<file path="config.mk">
export PLATFORM = sky130hd
export DESIGN_NAME = owm_master
export DESIGN_NICKNAME = d
export VERILOG_FILES = /design/src/rtl/owm_pkg.sv /design/src/rtl/owm_tick.sv /design/src/rtl/owm_sync.sv /design/src/rtl/owm_seq.sv /design/src/rtl/owm_master.sv
export SDC_FILE = /design/constraint.sdc
export NUM_CORES = 1
export LEC_CHECK = 0
export CORE_MARGIN = 2
export CORE_UTILIZATION = 58
export DETAILED_ROUTE_END_ITERATION = 12
export PLACE_DENSITY = 0.84
export SLEW_MARGIN = 20
export SYNTH_ARGS = -nofsm -noshare
export SYNTH_HDL_FRONTEND = slang
export SYNTH_SLANG_ARGS = --single-unit
</file>
<file path="constraint.sdc">
create_clock -name clk -period 4.9 [get_ports clk]
set_input_delay 1.47 -clock clk [delete_from_list [all_inputs] [get_ports clk]]
set_output_delay 1.47 -clock clk [all_outputs]
set_load 0.1 [all_outputs]
</file>
<file path="src/rtl/owm_pkg.sv">
package owm_pkg;
   localparam int ADDR_W = 4;
   localparam logic [ADDR_W-1:0] OFS_CTRL = 4'h0;
   localparam logic [ADDR_W-1:0] OFS_DIV  = 4'h2;
   localparam logic [ADDR_W-1:0] OFS_STAT = 4'hA;
   localparam logic [ADDR_W-1:0] OFS_IEN  = 4'hC;

   localparam int BIT_RST  = 7;
   localparam int BIT_PRES = 6;
   localparam int BIT_W0   = 5;
   localparam int BIT_W1   = 4;
   localparam int BIT_RX   = 3;

   typedef enum logic [1:0] {
      ST_IDLE  = 2'd0,
      ST_RLOW  = 2'd1,
      ST_RWAIT = 2'd2,
      ST_SLOT  = 2'd3
   } seq_st_t;
endpackage

</file>
<file path="src/rtl/owm_tick.sv">
module owm_tick #(
   parameter int DIV_W = 8
) (
   input  logic             clk,
   input  logic             rst_n,
   input  logic [DIV_W-1:0] div,
   input  logic             restart,
   output logic             tick
);
   logic [DIV_W-1:0] pcnt;

   assign tick = (pcnt >= div);

   always_ff @(posedge clk or negedge rst_n) begin
      if (!rst_n)              pcnt <= '0;
      else if (restart || tick) pcnt <= '0;
      else                      pcnt <= pcnt + 1'b1;
   end
endmodule

</file>
<file path="src/rtl/owm_sync.sv">
module owm_sync #(
   parameter int STAGES = 2
) (
   input  logic clk,
   input  logic rst_n,
   input  logic d,
   output logic q
);
   logic [STAGES-1:0] sr;

   generate
      if (STAGES == 1) begin : g_one
         always_ff @(posedge clk or negedge rst_n) begin
            if (!rst_n) sr <= '1;
            else        sr <= d;
         end
      end else begin : g_chain
         always_ff @(posedge clk or negedge rst_n) begin
            if (!rst_n) sr <= '1;
            else        sr <= {sr[STAGES-2:0], d};
         end
      end
   endgenerate

   assign q = sr[STAGES-1];
endmodule

</file>
<file path="src/rtl/owm_seq.sv">
module owm_seq
   import owm_pkg::*;
#(
   parameter int RST_LOW  = 480,
   parameter int PRES_AT  = 70,
   parameter int RST_REC  = 480,
   parameter int W0_LOW   = 60,
   parameter int W1_LOW   = 6,
   parameter int RD_AT    = 15,
   parameter int SLOT_LEN = 70
) (
   input  logic clk,
   input  logic rst_n,
   input  logic tick,
   input  logic start_rst,
   input  logic start_w0,
   input  logic start_w1,
   input  logic line_s,
   output logic launch,
   output logic rst_busy,
   output logic w0_busy,
   output logic w1_busy,
   output logic pres,
   output logic rx,
   output logic done_rst,
   output logic done_slot,
   output logic oe
);
   localparam int CW = $clog2(RST_LOW + RST_REC + SLOT_LEN + 1);
   localparam logic [CW-1:0] T_RLOW_END = CW'(RST_LOW - 1);
   localparam logic [CW-1:0] T_PRES     = CW'(PRES_AT - 1);
   localparam logic [CW-1:0] T_RREC_END = CW'(RST_REC - 1);
   localparam logic [CW-1:0] T_RD       = CW'(RD_AT - 1);
   localparam logic [CW-1:0] T_SLOT_END = CW'(SLOT_LEN - 1);
   localparam logic [CW-1:0] T_W0_LOW   = CW'(W0_LOW);
   localparam logic [CW-1:0] T_W1_LOW   = CW'(W1_LOW);

   generate
      if (RST_LOW < 1 || RST_REC < 1 || SLOT_LEN < 1) begin : g_bad_len
         $error("owm_seq: phase lengths must be at least one unit");
      end
      if (PRES_AT < 1 || PRES_AT > RST_REC) begin : g_bad_pres
         $error("owm_seq: presence sample must fall inside the recovery phase");
      end
      if (RD_AT < 1 || RD_AT > SLOT_LEN || W1_LOW >= RD_AT) begin : g_bad_rd
         $error("owm_seq: read sample must follow the write-one low time");
      end
      if (W0_LOW > SLOT_LEN || W1_LOW < 1) begin : g_bad_low
         $error("owm_seq: low times must fit the slot");
      end
   endgenerate

   seq_st_t        st;
   logic [CW-1:0]  tcnt;
   logic           is_w0;
   logic           start_any;

   assign start_any = start_rst | start_w0 | start_w1;
   assign launch    = (st == ST_IDLE) && start_any;

   assign rst_busy  = (st == ST_RLOW) || (st == ST_RWAIT);
   assign w0_busy   = (st == ST_SLOT) && is_w0;
   assign w1_busy   = (st == ST_SLOT) && !is_w0;

   assign done_rst  = (st == ST_RWAIT) && tick && (tcnt == T_RREC_END);
   assign done_slot = (st == ST_SLOT)  && tick && (tcnt == T_SLOT_END);

   assign oe = (st == ST_RLOW) ||
               ((st == ST_SLOT) && (tcnt < (is_w0 ? T_W0_LOW : T_W1_LOW)));

   always_ff @(posedge clk or negedge rst_n) begin
      if (!rst_n) begin
         st    <= ST_IDLE;
         tcnt  <= '0;
         is_w0 <= 1'b0;
         pres  <= 1'b0;
         rx    <= 1'b0;
      end else begin
         unique case (st)
            ST_IDLE: begin
               tcnt <= '0;
               if (start_rst) begin
                  st   <= ST_RLOW;
                  pres <= 1'b0;
               end else if (start_w0 || start_w1) begin
                  st    <= ST_SLOT;
                  is_w0 <= start_w0;
               end
            end
            ST_RLOW: begin
               if (tick) begin
                  if (tcnt == T_RLOW_END) begin
                     st   <= ST_RWAIT;
                     tcnt <= '0;
                  end else begin
                     tcnt <= tcnt + 1'b1;
                  end
               end
            end
            ST_RWAIT: begin
               if (tick) begin
                  if (tcnt == T_PRES) pres <= ~line_s;
                  if (tcnt == T_RREC_END) begin
                     st   <= ST_IDLE;
                     tcnt <= '0;
                  end else begin
                     tcnt <= tcnt + 1'b1;
                  end
               end
            end
            ST_SLOT: begin
               if (tick) begin
                  if (tcnt == T_RD) rx <= line_s;
                  if (tcnt == T_SLOT_END) begin
                     st   <= ST_IDLE;
                     tcnt <= '0;
                  end else begin
                     tcnt <= tcnt + 1'b1;
                  end
               end
            end
            default: st <= ST_IDLE;
         endcase
      end
   end
endmodule

</file>
<file path="src/rtl/owm_master.sv">
module owm_master
   import owm_pkg::*;
#(
   parameter int DIV_W       = 8,
   parameter int SYNC_STAGES = 2,
   parameter int RST_LOW     = 480,
   parameter int PRES_AT     = 70,
   parameter int RST_REC     = 480,
   parameter int W0_LOW      = 60,
   parameter int W1_LOW      = 6,
   parameter int RD_AT       = 15,
   parameter int SLOT_LEN    = 70
) (
   input  logic              clk,
   input  logic              rst_n,
   input  logic [ADDR_W-1:0] bus_addr,
   input  logic              bus_wr,
   input  logic [7:0]        bus_wdata,
   output logic [7:0]        bus_rdata,
   input  logic              owl_in,
   output logic              owl_oe,
   output logic              irq
);
   localparam int STAT_W = 2;

   generate
      if (DIV_W < 1 || DIV_W > 8) begin : g_bad_div
         $error("owm_master: divider must fit a byte register");
      end
      if (SYNC_STAGES < 1) begin : g_bad_sync
         $error("owm_master: at least one synchroniser stage is needed");
      end
   endgenerate

   logic [DIV_W-1:0]  div_q;
   logic [STAT_W-1:0] stat_q;
   logic [STAT_W-1:0] ien_q;

   logic tick, launch, line_s;
   logic rst_busy, w0_busy, w1_busy, pres, rx, done_rst, done_slot;
   logic [2:0] ctl_busy;
   logic ctl_wr, idle;
   logic start_rst, start_w0, start_w1;

   assign ctl_busy  = {rst_busy, w0_busy, w1_busy};
   assign idle      = (ctl_busy == 3'b000);
   assign ctl_wr    = bus_wr && (bus_addr == OFS_CTRL);
   assign start_rst = ctl_wr && idle && bus_wdata[BIT_RST];
   assign start_w0  = ctl_wr && idle && !bus_wdata[BIT_RST] && bus_wdata[BIT_W0];
   assign start_w1  = ctl_wr && idle && !bus_wdata[BIT_RST] && !bus_wdata[BIT_W0]
                      && bus_wdata[BIT_W1];

   always_ff @(posedge clk or negedge rst_n) begin
      if (!rst_n) begin
         div_q  <= '0;
         stat_q <= '0;
         ien_q  <= '0;
      end else begin
         if (bus_wr && bus_addr == OFS_DIV) div_q <= bus_wdata[DIV_W-1:0];
         if (bus_wr && bus_addr == OFS_IEN) ien_q <= bus_wdata[STAT_W-1:0];
         stat_q <= (stat_q & ~((bus_wr && bus_addr == OFS_STAT) ?
                               bus_wdata[STAT_W-1:0] : {STAT_W{1'b0}}))
                   | {done_slot, done_rst};
      end
   end

   always_comb begin
      bus_rdata = 8'h00;
      unique case (bus_addr)
         OFS_CTRL: begin
            bus_rdata[BIT_RST]  = rst_busy;
            bus_rdata[BIT_PRES] = pres;
            bus_rdata[BIT_W0]   = w0_busy;
            bus_rdata[BIT_W1]   = w1_busy;
            bus_rdata[BIT_RX]   = rx;
         end
         OFS_DIV:  bus_rdata[DIV_W-1:0]  = div_q;
         OFS_STAT: bus_rdata[STAT_W-1:0] = stat_q;
         OFS_IEN:  bus_rdata[STAT_W-1:0] = ien_q;
         default:  bus_rdata = 8'h00;
      endcase
   end

   assign irq = |(stat_q & ien_q);

   owm_tick #(.DIV_W(DIV_W)) u_tick (
      .clk(clk), .rst_n(rst_n), .div(div_q), .restart(launch), .tick(tick)
   );

   owm_sync #(.STAGES(SYNC_STAGES)) u_sync (
      .clk(clk), .rst_n(rst_n), .d(owl_in), .q(line_s)
   );

   owm_seq #(
      .RST_LOW(RST_LOW), .PRES_AT(PRES_AT), .RST_REC(RST_REC),
      .W0_LOW(W0_LOW), .W1_LOW(W1_LOW), .RD_AT(RD_AT), .SLOT_LEN(SLOT_LEN)
   ) u_seq (
      .clk(clk), .rst_n(rst_n), .tick(tick),
      .start_rst(start_rst), .start_w0(start_w0), .start_w1(start_w1),
      .line_s(line_s), .launch(launch),
      .rst_busy(rst_busy), .w0_busy(w0_busy), .w1_busy(w1_busy),
      .pres(pres), .rx(rx), .done_rst(done_rst), .done_slot(done_slot),
      .oe(owl_oe)
   );
endmodule

</file>
After elaboration in Yosys (flattened, before gate mapping)
Cells that the tools add are included.
{ "op_classes": {"addsub": 2, "multipliers": 0, "n_div": 0, "n_lt_le_gt_ge": 2, "eq_ne": 19, "n_shift": 0, "n_mux": 24, "bitwise": 8, "reduce_logical": 36} }
{ "op_table": {"columns": ["op", "n"], "rows": [
  ["two-way mux 11 bit", 4],
  ["one-hot mux 11 bit (3 select lines)", 1],
  ["logical AND 1 bit", 18],
  ["two-way mux 2 bit", 9],
  ["inequality test 2 x 1 -> 1 bit, second input constant", 6],
  ["adder 11 x 1 -> 11 bit, second input constant", 1],
  ["equality test 11 x 4 -> 1 bit, second input constant", 1],
  ["equality test 11 x 7 -> 1 bit, second input constant", 1],
  ["equality test 11 x 9 -> 1 bit, second input constant", 1],
  ["< comparator 11 bit", 1],
  ["one-hot mux 5 bit (2 select lines)", 1],
  ["adder 8 x 1 -> 8 bit, second input constant", 1],
  ["equality test 4 bit, second input constant", 2],
  [">= comparator 8 bit", 1],
  ["two-way mux 8 bit", 1],
  ["one-hot mux 2 bit (4 select lines)", 1],
  ["AND reduction 7 bit", 1],
  ["two-way mux 6 bit", 1],
  ["inequality test 2 bit, second input constant", 3],
  ["one-hot mux 2 bit (3 select lines)", 1],
  ["AND reduction 3 bit", 2],
  ["AND 2 bit", 2],
  ["equality test 2 bit, second input constant", 2],
  ["equality test 4 x 2 -> 1 bit, second input constant", 1],
  ["17 further kinds", 28]
]} }
{ "totals": {"ff_bits": 38, "latch_bits": 0, "ramBits": 0, "romBits": 0, "in_bits": 16, "output_inout_bits": 10, "word_cells": 101, "n_memories": 0} }

Depth between registers and ports, before layout
Gate-level depths: netlist (run 1).
{ "logic_depth": {"depth_word": 11, "mapped_depth": 9} }

Cells and area by module
A second synthesis (run 1) with hierarchy kept.
{ "hier_totals": {"cells_unflattened": 269, "hier_area_um2": 2668.8} }
{ "by_module_without_submodules": {"columns": ["mod", "instances", "cells_each", "area_per_inst_um2", "seq_area_each_um2"], "rows": [
  ["owm_seq", 1, 147, 1293.7, 400.4],
  ["owm_master", 1, 61, 748.2, 300.3],
  ["owm_tick", 1, 59, 574.3, 200.2],
  ["owm_sync", 1, 2, 52.6, 52.6]
]} }

Worst setup path before layout (run 1)
Ideal clock, no wire load.
{ "synth_timing": {"kind": "input to output", "start": "input port bus_addr[2]", "end": "output port bus_rdata[0]", "arrival_time_ns": 4.098, "required_ns": 3.430, "path_slack_ns": -0.668, "path_stages": 2, "cell_sequence": "or3b_2 > o21ai_0"} }
{ "synth_between": {"elab_chain_len": 2, "elab_cells_between_ends": 4} }
{ "synth_rtl": {"columns": ["element", "line", "rtl"], "rows": [
  ["start, declared", "owm_master.sv:16", "input logic [ADDR_W-1:0] bus_addr,"],
  ["equality test 4 bit / equality test 4 x 2 -> 1 bit (equally long branches)", "owm_master.sv:69", "unique case (bus_addr)"],
  ["one-hot mux 2 bit (3 select lines) (*)", "owm_master.sv:69", null],
  ["end, declared", "owm_master.sv:19", "output logic [7:0] bus_rdata,"]
]} }
Mark *: on every way between the ends. The rest lies on a longest branch, timed or not.

Worst setup path after layout (run 1)
{ "layout_timing": {"start": "input port bus_addr[1]", "end": "output port bus_rdata[7]"} }
{ "layout_between": {"elab_chain_len": 2, "elab_cells_between_ends": 3} }
{ "layout_rtl": {"columns": ["element", "line"], "rows": [
  ["equality test 4 x 2 -> 1 bit / zero test 4 bit (equally long branches)", "owm_master.sv:69"],
  ["one-hot mux 5 bit (2 select lines) (*)", "owm_master.sv:69"]
]} }
Marks and branches as above.

==> results of run 1 <==
-- power by group through the flow --
stage	Sequential, W	Clock, W	Combinational (W)
final	0.000444	0.000263	0.000455
after global routing	0.000456	0.000279	0.000517
after CTS	0.000443	0.000266	0.000454
after detailed placement	0.000447	0	0.000451
after global placement	0.000444	0	0.000436
after floorplan	0.000426	0	0.000357
-- path summary, 6_finish.rpt --
| path | start | endpoint | slack (ns) | cells after the start |
|---|---|---|---|---|
| worst min register to register | u_sync.sr[0]$_DFF_PN1_ | u_sync.sr[1]$_DFF_PN1_ | 0.36 | 0 |
| worst max register to register | u_tick.pcnt[0]$_DFF_PN0_ | u_seq.pres$_DFFE_PN0P_ | 2.13 | 7 |
| worst min-delay path | u_sync.sr[0]$_DFF_PN1_ | u_sync.sr[1]$_DFF_PN1_ | 0.36 | 0 |
| min in group asynchronous | rst_n | u_seq.tcnt[6]$_DFFE_PN0P_ | 1.27 | 1 |
| worst max-delay path | bus_addr[1] | bus_rdata[7] | 0.28 | 6 |
| max in group asynchronous | rst_n | u_tick.pcnt[6]$_DFF_PN0_ | 3.10 | 1 |
-- sequential cells by signal, summed over array words and instances (netlist names) --
register,count
u_seq.st,2
u_tick.pcnt,8
u_seq.pres,1
stat_q,2
u_seq.tcnt,11
u_seq.is_w0,1
u_seq.rx,1
ien_q,2
div_q,8
u_sync.sr,2
-- stage by stage --
| step | setup slack, ns | total power, W | cells | area (um2) |
|---|---|---|---|---|
| 6_report | 0.2850 | 0.001163 | 334 | 2885 |
| 5_1_grt | 0.2008 | 0.001251 | 334 | 2885 |
| 4_1_cts | 0.2870 | 0.001163 | 334 | 2885 |
| 3_5_place_dp | 0.2999 | 0.0008980 | 326 | 2776 |
| 3_3_place_gp | 0.3287 | 0.0008801 | 326 | 2776 |
| 2_1_floorplan | -0.6679 | 0.0007830 | 258 | 2424 |
-- cell type report --
| cell class | instances | area, um2 |
|---|---|---|
| inverters | 21 | 78.83 |
| clock inverters | 3 | 40.04 |
| fillers | 287 | 1115 |
| flip-flops and latches | 38 | 953.4 |
| well taps | 50 | 62.56 |
| clock buffers | 5 | 68.82 |
| repair buffers | 27 | 337.8 |
| multi-input cells | 190 | 1344 |
-- critical path: stages --
cell and delay (ns):
clkdlybuf4s50_1 0.52, or3b_2 0.50, nor2_1 0.11, buf_4 0.17, a22o_1 0.19, buf_12 0.18
-- kinds of logic (layout without fill, tap and decap cells) --
logic type,after synthesis,count (layout)
mux,13,13
xor+xnor,6,6
compound gates,61,61
buf+inv,30,56
fa+ha+maj,19,19
simple gates,91,91
flops,38,38
-- placed cells by master (no fill, tap or decap), types with 2 or more instances in the layout --
| cell type | count |
|---|---|
| or3_1 | 4 |
| clkinv_2 | 2 |
| or3_4 | 2 |
| clkbuf_8 | 5 |
| o22ai_1 | 4 |
| dfrtp_1 | 36 |
| and4_1 | 2 |
| ha_1 | 19 |
| nor4_1 | 4 |
| buf_12 | 8 |
| nand2_1 | 15 |
| nor3b_1 | 2 |
| mux2_2 | 11 |
| a21oi_1 | 15 |
| and3_1 | 4 |
| mux2i_1 | 2 |
| a22o_1 | 8 |
| buf_4 | 3 |
| a32o_1 | 2 |
| o21a_1 | 4 |
| a41o_1 | 2 |
| nor2_1 | 20 |
| inv_1 | 21 |
| dfstp_2 | 2 |
| nand4_1 | 4 |
| nand3_1 | 13 |
| nand2b_1 | 7 |
| o21ai_0 | 12 |
| or4_1 | 3 |
| nor3_1 | 4 |
| clkdlybuf4s50_1 | 15 |
| or3b_2 | 2 |
| xor2_1 | 5 |
| o31ai_1 | 3 |
| a211oi_1 | 2 |
-- layer usage --
metal | wire [um] | track usage, %
met2 | 2456 | 39.30
met1 | 2409 | 35.86
met4 | 95 | 12.25
met5 | 0 | 0
met3 | 382 | 3.734
==> impl_metrics.env, run 1 <==
export IMPL_clock_sinks=38
export IMPL_synth_edf_count=0
export IMPL_yosysMostFrequentCell="dfrtp_1"
export IMPL_p_sw_w=0.0004499
export IMPL_synth_simple_area_share_pct=20.29
export IMPL_grt_pass1_wl_mm=8.825
export IMPL_cts_buffers=5
export IMPL_synth_xor_area_share_pct=2.168
export IMPL_powerDensity_nw_per_um2=402.9
export IMPL_p_leak_nw=1.258
export IMPL_grt_antenna_before_repair=0
export IMPL_rsz0062_at_grt="no"
export IMPL_ir_drop_uv=267.4
export IMPL_rows=23
export IMPL_start_util_pct=60.59
export IMPL_swShare_pct=38.70
export IMPL_drcViolationCount=0
export IMPL_routed_wl_mm=5.343
export IMPL_path_max_fanout=6
export IMPL_async_flop_share_pct=100.0
export IMPL_die_w_um=68.64
export IMPL_slew_violations=0
export IMPL_ys_ff_latch=38
export IMPL_clkPwrFrac_pct=22.6
export IMPL_syn_inst=258
export IMPL_avgSynthCellArea_um2=9.394
export IMPL_gp_congestion=0.8425
export IMPL_viasPerCell=6.186
export IMPL_dr_total_vias=2066
export IMPL_worstSetupPathType="in -> out"
export IMPL_grt_pass1_vias=1896
export IMPL_worstHoldPathType="reg -> reg"
export IMPL_cts_resized=0
export IMPL_io_pins=26
export IMPL_yosys_warnings=0
export IMPL_setup_viol=0
export IMPL_cts_hold_buf=0
export IMPL_synthAdderAreaFrac_pct=9.809
export IMPL_clkSlewWorstSetupHoldPaths_ns=0.08
export IMPL_nNetsFinal=318
export IMPL_post_route_min_period_ns=4.615
export IMPL_antenna_left=0
export IMPL_synthMuxAreaShare_pct=5.937
export IMPL_clockRootBuffer="clkbuf_8"
export IMPL_min_period_over_period_pct=94.18
export IMPL_synth_cell_types=49
export IMPL_ys_top_cells_by_area="dfrtp_1, ha_1, mux2_2"
export IMPL_netlist_area_um2=2424
export IMPL_die_h_um=68.64
export IMPL_fin_skew_ns=0.004969
export IMPL_fin_util_pct=72.13
export IMPL_whs_ns=0.3571
export IMPL_synth_top_cells_by_count="dfrtp_1, inv_1, nor2_1"
export IMPL_die_area_um2=4711
export IMPL_synth_top_area_share_pct=37.17
export IMPL_worst_pin_slew_ns=0.9687
export IMPL_finalSetupTns_ns=0
export IMPL_antennaDiodeCount=0
export IMPL_hold_violations=0
export IMPL_internal_power_w=0.0007126
export IMPL_drive_above_1_share_pct=14.44
export IMPL_outcome="finished, final reports clean"
export IMPL_drv_cap=0
export IMPL_grt_max_degree=39
export IMPL_crit_path_end_kind="primary output"
export IMPL_clock_latency_ns=0.30
export IMPL_required_ns=3.43
export IMPL_portBuffers=25
export IMPL_drt_iter0_markers=176
export IMPL_clock_path_buffers=2
export IMPL_synth_top_family_by_area="simple AND/OR/NAND/NOR gates"
export IMPL_seqPwrFrac_pct=38.2
export IMPL_syn_to_final_growth_pct=19.05
export IMPL_wire_per_inst_um=16.00
export IMPL_combPwrFrac_pct=39.1
export IMPL_syn_nets=293
export IMPL_yosys_area_top_type="dfrtp_1"
export IMPL_startpoint_type="input pin"
export IMPL_groute_usage_overall_pct=25.74
export IMPL_max_freq_ghz=0.2167
export IMPL_arrival_ns=3.15
export IMPL_synth_seq_area_share_pct=39.34
export IMPL_synth_compound_area_share_pct=17.24
export IMPL_overflow=0
export IMPL_post_dp_hpwl_mm=3.937
export IMPL_core_um2=4000
export IMPL_dr_pass1_iters=4
export IMPL_cts_setup_buffers=0
export IMPL_relSlewSlack_pct=35.22
export IMPL_cts_tree="done"
export IMPL_htree_levels=2
export IMPL_synthFlopType="dfrtp_1"
No activity file was read; power rests on OpenSTA's default activity.
==> inputs of run 2 (changes only) <==
--- a/config.mk
+++ b/config.mk
@@ -8,6 +8,7 @@
 export CORE_MARGIN = 2
 export CORE_UTILIZATION = 58
 export DETAILED_ROUTE_END_ITERATION = 12
+export GPL_TIMING_DRIVEN = 1
 export PLACE_DENSITY = 0.84
 export SLEW_MARGIN = 20
 export SYNTH_ARGS = -nofsm -noshare
==> results of run 2 <==
The final DEF is identical to that of run 1; final timing and power are the same.
